`src/rtl/lb_pkg.sv`:
```
package lb_pkg;
  localparam int B3_SPAN = 3;              // group length, three-zero code
  localparam int H3_SPAN = 4;              // group length, four-zero code
  localparam int LOOK    = H3_SPAN - 2;    // raw-mark history needed for the fit test

  typedef struct packed {
    logic mark;   // any rail active
    logic both;   // both rails active
    logic neg;    // negative polarity mark
  } lb_sym_t;

  function automatic int span_of(input logic hdb3);
    return hdb3 ? H3_SPAN : B3_SPAN;
  endfunction
endpackage

```
`src/rtl/lb_sym_classify.sv`:
```
module lb_sym_classify
  import lb_pkg::*;
(
  input  logic    pos_in,
  input  logic    neg_in,
  output lb_sym_t sym
);
  always_comb begin
    sym.mark = pos_in | neg_in;
    sym.both = pos_in & neg_in;
    sym.neg  = neg_in & ~pos_in;
  end
endmodule

```
`src/rtl/lb_zero_run.sv`:
```
module lb_zero_run
  import lb_pkg::*;
#(
  parameter int CNT_W = 4
) (
  input  logic clk,
  input  logic rst,
  input  logic bit_en,
  input  logic is_mark,
  input  logic hdb3,
  output logic run_hit
);
  localparam logic [CNT_W-1:0] CNT_MAX = '1;

  logic [CNT_W-1:0] cnt;
  logic [CNT_W-1:0] cnt_nxt;
  logic [CNT_W-1:0] limit;

  always_comb begin
    limit   = hdb3 ? CNT_W'(H3_SPAN) : CNT_W'(B3_SPAN);
    cnt_nxt = (cnt == CNT_MAX) ? cnt : cnt + CNT_W'(1);
    run_hit = !is_mark && (cnt_nxt >= limit);
  end

  always_ff @(posedge clk) begin
    if (rst)         cnt <= '0;
    else if (bit_en) cnt <= is_mark ? '0 : cnt_nxt;
  end


  run_clear_chk: assert property (@(posedge clk) disable iff (rst)
    (bit_en && is_mark) |=> (cnt == '0));
endmodule

```
`src/rtl/lb_subst_detect.sv`:
```
module lb_subst_detect
  import lb_pkg::*;
(
  input  logic    clk,
  input  logic    rst,
  input  logic    bit_en,
  input  lb_sym_t sym,
  input  logic    hdb3,
  output logic    sub_hit,
  output logic    bad_viol
);
  logic [LOOK-1:0] rm;        // raw mark history, rm[0] most recent
  logic            last_neg;
  logic            have_mark;
  logic            bpv;
  logic            fits;

  always_comb begin
    bpv      = sym.mark && !sym.both && have_mark && (sym.neg == last_neg);
    fits     = hdb3 ? (!rm[0] && !rm[1]) : !rm[0];
    sub_hit  = bpv && fits;
    bad_viol = bpv && !fits;
  end

  always_ff @(posedge clk) begin
    if (rst) begin
      rm        <= '0;
      last_neg  <= 1'b0;
      have_mark <= 1'b0;
    end else if (bit_en) begin
      rm <= {rm[LOOK-2:0], sym.mark};
      if (sym.mark && !sym.both) begin
        last_neg  <= sym.neg;
        have_mark <= 1'b1;
      end
    end
  end


  pol_track_chk: assert property (@(posedge clk) disable iff (rst)
    (bit_en && sym.mark && !sym.both) |=> (have_mark && last_neg == $past(sym.neg)));


  both_hold_chk: assert property (@(posedge clk) disable iff (rst)
    (bit_en && sym.both) |=> $stable(last_neg));
endmodule

```
`src/rtl/lb_data_pipe.sv`:
```
module lb_data_pipe
  import lb_pkg::*;
(
  input  logic clk,
  input  logic rst,
  input  logic bit_en,
  input  logic hdb3,
  input  logic new_bit,
  input  logic clr,
  output logic tail_bit
);
  localparam int DEPTH = H3_SPAN;

  logic [DEPTH-1:0] d;
  logic [DEPTH-1:0] wipe;

  generate
    for (genvar i = 0; i < DEPTH; i++) begin : g_stage
      always_comb wipe[i] = clr && (i < span_of(hdb3));
      if (i == 0) begin : g_head
        always_ff @(posedge clk) begin
          if (rst)         d[0] <= 1'b0;
          else if (bit_en) d[0] <= wipe[0] ? 1'b0 : new_bit;
        end
      end else begin : g_body
        always_ff @(posedge clk) begin
          if (rst)         d[i] <= 1'b0;
          else if (bit_en) d[i] <= wipe[i] ? 1'b0 : d[i-1];
        end
      end
    end
  endgenerate

  always_comb tail_bit = hdb3 ? d[H3_SPAN-1] : d[B3_SPAN-1];


  blank_group_chk: assert property (@(posedge clk) disable iff (rst)
    (bit_en && clr) |=> (d[B3_SPAN-1:0] == '0));
endmodule

```
`src/rtl/lb_line_decoder.sv`:
```
module lb_line_decoder
  import lb_pkg::*;
#(
  parameter int RUN_CNT_W = 4
) (
  input  logic clk,
  input  logic rst,
  input  logic bit_en,
  input  logic pos_in,
  input  logic neg_in,
  input  logic mode_hdb3,
  input  logic nrz_bypass,
  output logic dat_out,
  output logic lcv_out
);
  lb_sym_t sym;
  logic    run_hit;
  logic    sub_hit;
  logic    bad_viol;
  logic    tail_bit;

  lb_sym_classify u_cls (
    .pos_in (pos_in),
    .neg_in (neg_in),
    .sym    (sym)
  );

  lb_zero_run #(.CNT_W(RUN_CNT_W)) u_run (
    .clk     (clk),
    .rst     (rst),
    .bit_en  (bit_en),
    .is_mark (sym.mark),
    .hdb3    (mode_hdb3),
    .run_hit (run_hit)
  );

  lb_subst_detect u_det (
    .clk      (clk),
    .rst      (rst),
    .bit_en   (bit_en),
    .sym      (sym),
    .hdb3     (mode_hdb3),
    .sub_hit  (sub_hit),
    .bad_viol (bad_viol)
  );

  lb_data_pipe u_pipe (
    .clk      (clk),
    .rst      (rst),
    .bit_en   (bit_en),
    .hdb3     (mode_hdb3),
    .new_bit  (sym.mark && !sub_hit),
    .clr      (sub_hit),
    .tail_bit (tail_bit)
  );

  always_ff @(posedge clk) begin
    if (rst) begin
      dat_out <= 1'b0;
      lcv_out <= 1'b0;
    end else begin
      lcv_out <= bit_en && !nrz_bypass && (sym.both || bad_viol || run_hit);
      if (bit_en) dat_out <= nrz_bypass ? pos_in : tail_bit;
    end
  end


  bypass_quiet_chk: assert property (@(posedge clk) disable iff (rst)
    lcv_out |-> !$past(nrz_bypass));


  hold_idle_chk: assert property (@(posedge clk) disable iff (rst)
    !$past(bit_en) |-> ($stable(dat_out) && !lcv_out));


  both_flag_chk: assert property (@(posedge clk) disable iff (rst)
    (bit_en && pos_in && neg_in && !nrz_bypass) |=> lcv_out);
endmodule

```
`config.mk`:
```
export PLATFORM = sky130hd
export DESIGN_NAME = lb_line_decoder
export DESIGN_NICKNAME = d
export VERILOG_FILES = /design/src/rtl/lb_pkg.sv /design/src/rtl/lb_sym_classify.sv /design/src/rtl/lb_zero_run.sv /design/src/rtl/lb_subst_detect.sv /design/src/rtl/lb_data_pipe.sv /design/src/rtl/lb_line_decoder.sv
export SDC_FILE = /design/constraint.sdc
export NUM_CORES = 1
export LEC_CHECK = 0
export BUFFER_PORTS_ARGS = -buffer_cell sky130_fd_sc_hd__clkbuf_2
export CORE_ASPECT_RATIO = 1.1
export CORE_UTILIZATION = 45
export CTS_CLUSTER_DIAMETER = 200
export DETAILED_ROUTE_END_ITERATION = 16
export GPL_ROUTABILITY_DRIVEN = 0
export PLACE_DENSITY = 0.64
export SYNTH_ARGS = -nofsm -noshare
export SYNTH_HDL_FRONTEND = slang
export SYNTH_SLANG_ARGS = --single-unit
```
`constraint.sdc`:
```
create_clock -name clk -period 2.2 [get_ports clk]
set_clock_uncertainty 0.2 [all_clocks]
set_input_delay 0.44 -clock clk [delete_from_list [all_inputs] [get_ports clk]]
set_output_delay 0.44 -clock clk [all_outputs]
set_load 0.1 [all_outputs]
```
After elaboration in Yosys (flattened, before gate mapping):

Index checks and enable logic that the tools add are counted.
Widths: inputs -> output; s select.

* add/subtract/negate cells: 1
* order comparisons: 5
* equality and inequality tests: 2
* multiplexer cells: 11
* bitwise logic cells: 4
* reductions and logical operators: 24

Operators by type and width (number)
* $lt 3x32->1 const A: 2
* $lt 2x32->1 const A: 1
* $logic_and 1x1->1: 14
* $mux 4: 2
* $logic_not 1->1: 7
* $mux 1: 7
* $mux 3: 2
* $add 4x1->4 const B: 1
* $eq 4x4->1 const B: 1
* $ge 4x4->1: 1
* $lt 1x3->1 const A: 1
* $and 1x1->1: 2
* $logic_or 1x1->1: 2
* $reduce_and 2->1: 1
* $eq 1x1->1: 1
* $not 1->1: 1
* $or 1x1->1: 1

* register bits: 14
* word-level logic and storage cells: 57

Depth between registers and ports, before layout:

* depth in word-level cells: 9
* gate-level depth with buffers: 8

Cells and area by module:

From an unflattened synthesis, not the netlist that was laid out.

* cell total of the unflattened synthesis: 82
* area, all modules: 793.3 µm²

Modules (own cells, without submodules)
* lb_zero_run: instances 1, cells each 35, area an instance 322.8 µm², sequential area each 80.1 µm²
* lb_subst_detect: instances 1, cells each 18, area an instance 193.9 µm², sequential area each 80.1 µm²
* lb_data_pipe: instances 1, cells each 18, area an instance 167.7 µm², sequential area each 80.1 µm²
* lb_line_decoder: instances 1, cells each 8, area an instance 86.3 µm², sequential area each 40.0 µm²
* lb_sym_classify: instances 1, cells each 3, area an instance 22.5 µm², sequential area each 0.0 µm²

Worst setup path after synthesis:

Ideal clock, no wire load.

* path type: register to register
* start point: register u_run.cnt[0]
* end point: register lcv_out
* setup time: 0.121 ns
* data arrival time: 1.771 ns
* path slack: 0.108 ns
* stages on the path, launching flop included: 9
* buffers on the path: 0
* clock period less this slack: 2.092 ns
* cells stage by stage: dfxtp_1 > ha_1 > nand3_1 > mux2_2 > ha_1 > o21ai_0 > a21oi_1 > o31ai_2 > a21oi_1

* word-level cells in the longest chain between the ends: 6
* elaborated cells on any way between the ends: 7
* those cells by class: add/sub (1); order compare (1); eq/ne (1); mux (1); reduce/logical (3)

Ends and longest elaborated chain
* from (decl): RTL line lb_zero_run.sv:15 `logic [CNT_W-1:0] cnt;`
* from (signal assigned): RTL line lb_zero_run.sv:27 `else if (bit_en) cnt <= is_mark ? '0 : cnt_nxt;`
* $add 4x1->4 or $eq 4x4->1 (tied branches): RTL line lb_zero_run.sv:21 `cnt_nxt = (cnt == CNT_MAX) ? cnt : cnt + CNT_W'(1);`
* $mux 4 (*): RTL line lb_zero_run.sv:21
* $ge 4x4->1 (*): RTL line lb_zero_run.sv:22 `run_hit = !is_mark && (cnt_nxt >= limit);`
* $logic_and 1x1->1 (*): RTL line lb_zero_run.sv:22
* $logic_or 1x1->1 (*): RTL line lb_line_decoder.sv:62 `lcv_out <= bit_en && !nrz_bypass && (sym.both || bad_viol || run_hit);`
* $logic_and 1x1->1 (*): RTL line lb_line_decoder.sv:62
* to (signal assigned): RTL line lb_line_decoder.sv:62
* to (decl): RTL line lb_line_decoder.sv:14 `output logic lcv_out`

Mark *: on every way between the ends. The rest lies on a longest branch, timed or not.
A chain may end at the register's enable or synchronous reset.

Worst setup path after layout:

* start point: register u_run.cnt[1]
* end point: register lcv_out

Same word-level chain as after synthesis.

==> run_results.csv <==
group,metric,value,unit
status,status,"finished clean",
global_routing,first_global_vias,594,
worst_setup_path,crit_slowest_cell,"dfxtp_2",
clock_network,cts_root_buf,"clkbuf_4",
worst_setup_path,crit_arrival,2020,ps
route,vias,652,
global_routing,grt_usage,17.7,%
layout,finalNetCount,117,
global_routing,grt_max_degree,24,
route,wl_met2,696,µm
route,antenna_left,0,
global_routing,antenna_found_initial,0,
sta,worst_slew_pin_slew,537,ps
sta,maxSlewHeadroom,64.3,%
route,drc,0,
floorplanning,core_area,1580,µm²
route,wl_met1,702,µm
floorplanning,row_count,15,
logic_synthesis,syn_inst,91,
clock_network,h-tree-depth,1,
power_and_ir_drop,power,0.524,mW
route,met3_wirelength,43,µm
place,numPortBuffers,8,
sta,rsz0062_at_grt,"no",
clock_network,cts_buffers,3,
sta,fin_crit_sh,93.2,%
route,drtIter0Drc,12,
logic_synthesis,ys_seq_area_share,36.4,%
worst_setup_path,cp-end-kind,"register",
floorplanning,die_h,45.4,µm
place,dpl.hpwl,1070,µm
route,wl,1460,µm
worst_setup_path,slowest_delay,350,ps
logic_synthesis,ys_ff_latch,14,
route,wl_per_cell,12.3,µm
sta,tns,0,ps
floorplanning,die_x,41.4,µm
worst_setup_path,crit_top_cell,"a21oi_1",
sta,fmax,488,MHz
power_and_ir_drop,power_density,601,nW/µm²
route,top_layer,"met4",
sta,timing.final.crit_period,2050,ps
clock_network,cts.sinks,14,
clock_network,postCtsSetupBuffers,0,
layout,mostFrequentLayoutCells,"a21oi_1, dfxtp_1, nand3_1, nor2_1, clkbuf_2",
min_path,hp-class,"primary input to register",
floorplanning,start_util,48.8,%
logic_synthesis,syn-num-nets,105,
clock_network,cts.path.max_buffers,2,
place,postPlaceCellArea,833,µm²
sta,finalSetupViolations,0,
power_and_ir_drop,worst_ir_drop_vdd,0.000375,V
run,maxCapViolCount,0,
power_and_ir_drop,cellLeakagePower,0.364,nW
worst_setup_path,critical_path_peak_fanout,5,
route,viasPerCell,5.48,
layout,drive_above_1_share,20.6,%
floorplanning,die-area,1880,µm²
logic_synthesis,ys_types,23,
global_routing,grt_pass1_wl,2530,µm
worst_setup_path,crit_chain,"ha_2 -> nand3_1 -> mux2_2 -> ha_1 -> o21ai_1 -> a21oi_1 -> o31ai_2 -> a21oi_1",
floorplanning,pin_count,9,
worst_setup_path,crit_required,2170,ps
sta,hold_viol,0,
logic_synthesis,yosysWarnings,0,
global_routing,overflow,0,
worst_setup_path,critical_path_class,"register to register",
layout,syn2layout_area_growth,13.5,%
clock_network,clock_latency,280,ps
sta,maxSlewViolCount,0,
layout,antennaDiodeCount,0,
logic_synthesis,netlist_area,769,µm²
clock_network,clk_pin_slew_worst_paths,90,ps
route,first_pass_iters,4,
worst_setup_path,startpoint_type,"register",
clock_network,cts_tree,"done",
logic_synthesis,syn_area_per_cell,8.46,µm²
layout,fin_area,873,µm²
-- layout make-up --
class | count | area (µm²)
fill | 151 | 703
multi-input combinational | 70 | 464
sequential | 14 | 282
timing repair buffer | 10 | 55.1
clock buffer | 4 | 36.3
tap | 17 | 21.3
inverter | 4 | 15.0
-- kinds of logic (layout without fill, tap and decap cells) --
| kind of cell | Yosys count | after routing | synth area share, % |
|---|---|---|---|
| AO/OA/AOI/OAI | 23 | 23 | 17.6 |
| XOR/XNOR | 2 | 2 | 2.28 |
| adder cells (fa/ha/maj) | 7 | 7 | 11.4 |
| buffers and inverters | 7 | 18 | 3.58 |
| flip-flops | 14 | 14 | 36.4 |
| multiplexers | 5 | 5 | 7.32 |
| AND/OR/NAND/NOR | 33 | 33 | 21.5 |
-- power by group --
part	internal, mW	switching [mW]	leakage (nW)	total (mW)
Combinational	0.0266	0.0454	0.229	0.0720
Clock	0.101	0.0842	0.0210	0.185
Sequential	0.262	0.00521	0.115	0.268
-- repair_timing --
item                                    4_1_cts  5_1_grt
endpoints found under the setup margin        0        1
gates resized for setup                       0        3
hold buffers                                  0        0
-- worst paths after layout --
kind | start | to | slack, ps | depth (start not counted)
setup / recovery | u_run.cnt[1]$_SDFFE_PP0P_ | lcv_out$_SDFF_PP0_ | 150 | 8
hold reg to reg | u_pipe.d[3]$_SDFFE_PP0P_ | u_pipe.d[3]$_SDFFE_PP0P_ | 270 | 2
setup reg to reg | u_run.cnt[1]$_SDFFE_PP0P_ | lcv_out$_SDFF_PP0_ | 150 | 8
hold / removal | nrz_bypass | lcv_out$_SDFF_PP0_ | 250 | 4
-- worst max-delay path, delay by kind of cell, from the launching register on --
kind                       cells  cell delay (ps)
AOI/OAI and AO/OA              4              480
adders and majority gates      2              460
DFF                            1              350
muxes                          1              350
and+or+nand+nor                1              110
-- per-stage QoR --
stage	setup WS, ps	util [%]	std cells	hold slack, ps
2_1_floorplan	108	-	91	245
3_3_place_gp	163	52.9	115	256
3_5_place_dp	104	52.9	115	263
4_1_cts	53.1	55.2	119	236
5_1_grt	39.8	55.4	119	255
6_report	149	55.4	119	246
-- registers in the layout, indices dropped and copies added (netlist names) --
signal,flops
u_det.have_mark,1
u_det.last_neg,1
dat_out,1
lcv_out,1
u_pipe.d,4
u_det.rm,2
u_run.cnt,4
-- synthesized netlist by cell type --
| cell type | n | area share, % |
|---|---|---|
| inv_1 | 4 | 2.0 |
| a211oi_1 | 1 | 0.98 |
| a22oi_1 | 1 | 0.98 |
| mux2i_1 | 3 | 3.9 |
| clkbuf_1 | 2 | 0.98 |
| o21ba_2 | 1 | 1.3 |
| mux2_2 | 1 | 1.5 |
| nand4_1 | 1 | 0.81 |
| nand3_1 | 9 | 5.9 |
| nor2b_1 | 1 | 0.81 |
| dfxtp_1 | 14 | 36 |
| nand2b_1 | 7 | 5.7 |
| o31ai_2 | 1 | 1.6 |
| o211ai_1 | 1 | 0.98 |
| buf_2 | 1 | 0.65 |
| and3_4 | 1 | 1.5 |
| nor2_1 | 9 | 4.4 |
| mux2_4 | 1 | 2.0 |
| nand2_1 | 5 | 2.4 |
| o21ai_0 | 5 | 3.3 |
| ha_1 | 7 | 11 |
| xnor2_1 | 2 | 2.3 |
| a21oi_1 | 13 | 8.5 |
-- metal layers --
layer | vias to the layer above | GRT usage, %
met5 | - | 0
met4 | 0 | 11.6
met3 | 2 | 2.38
met2 | 11 | 28.4
met1 | 299 | 22.6
li1 | 340 | -
(Power assumes the default switching activity.)
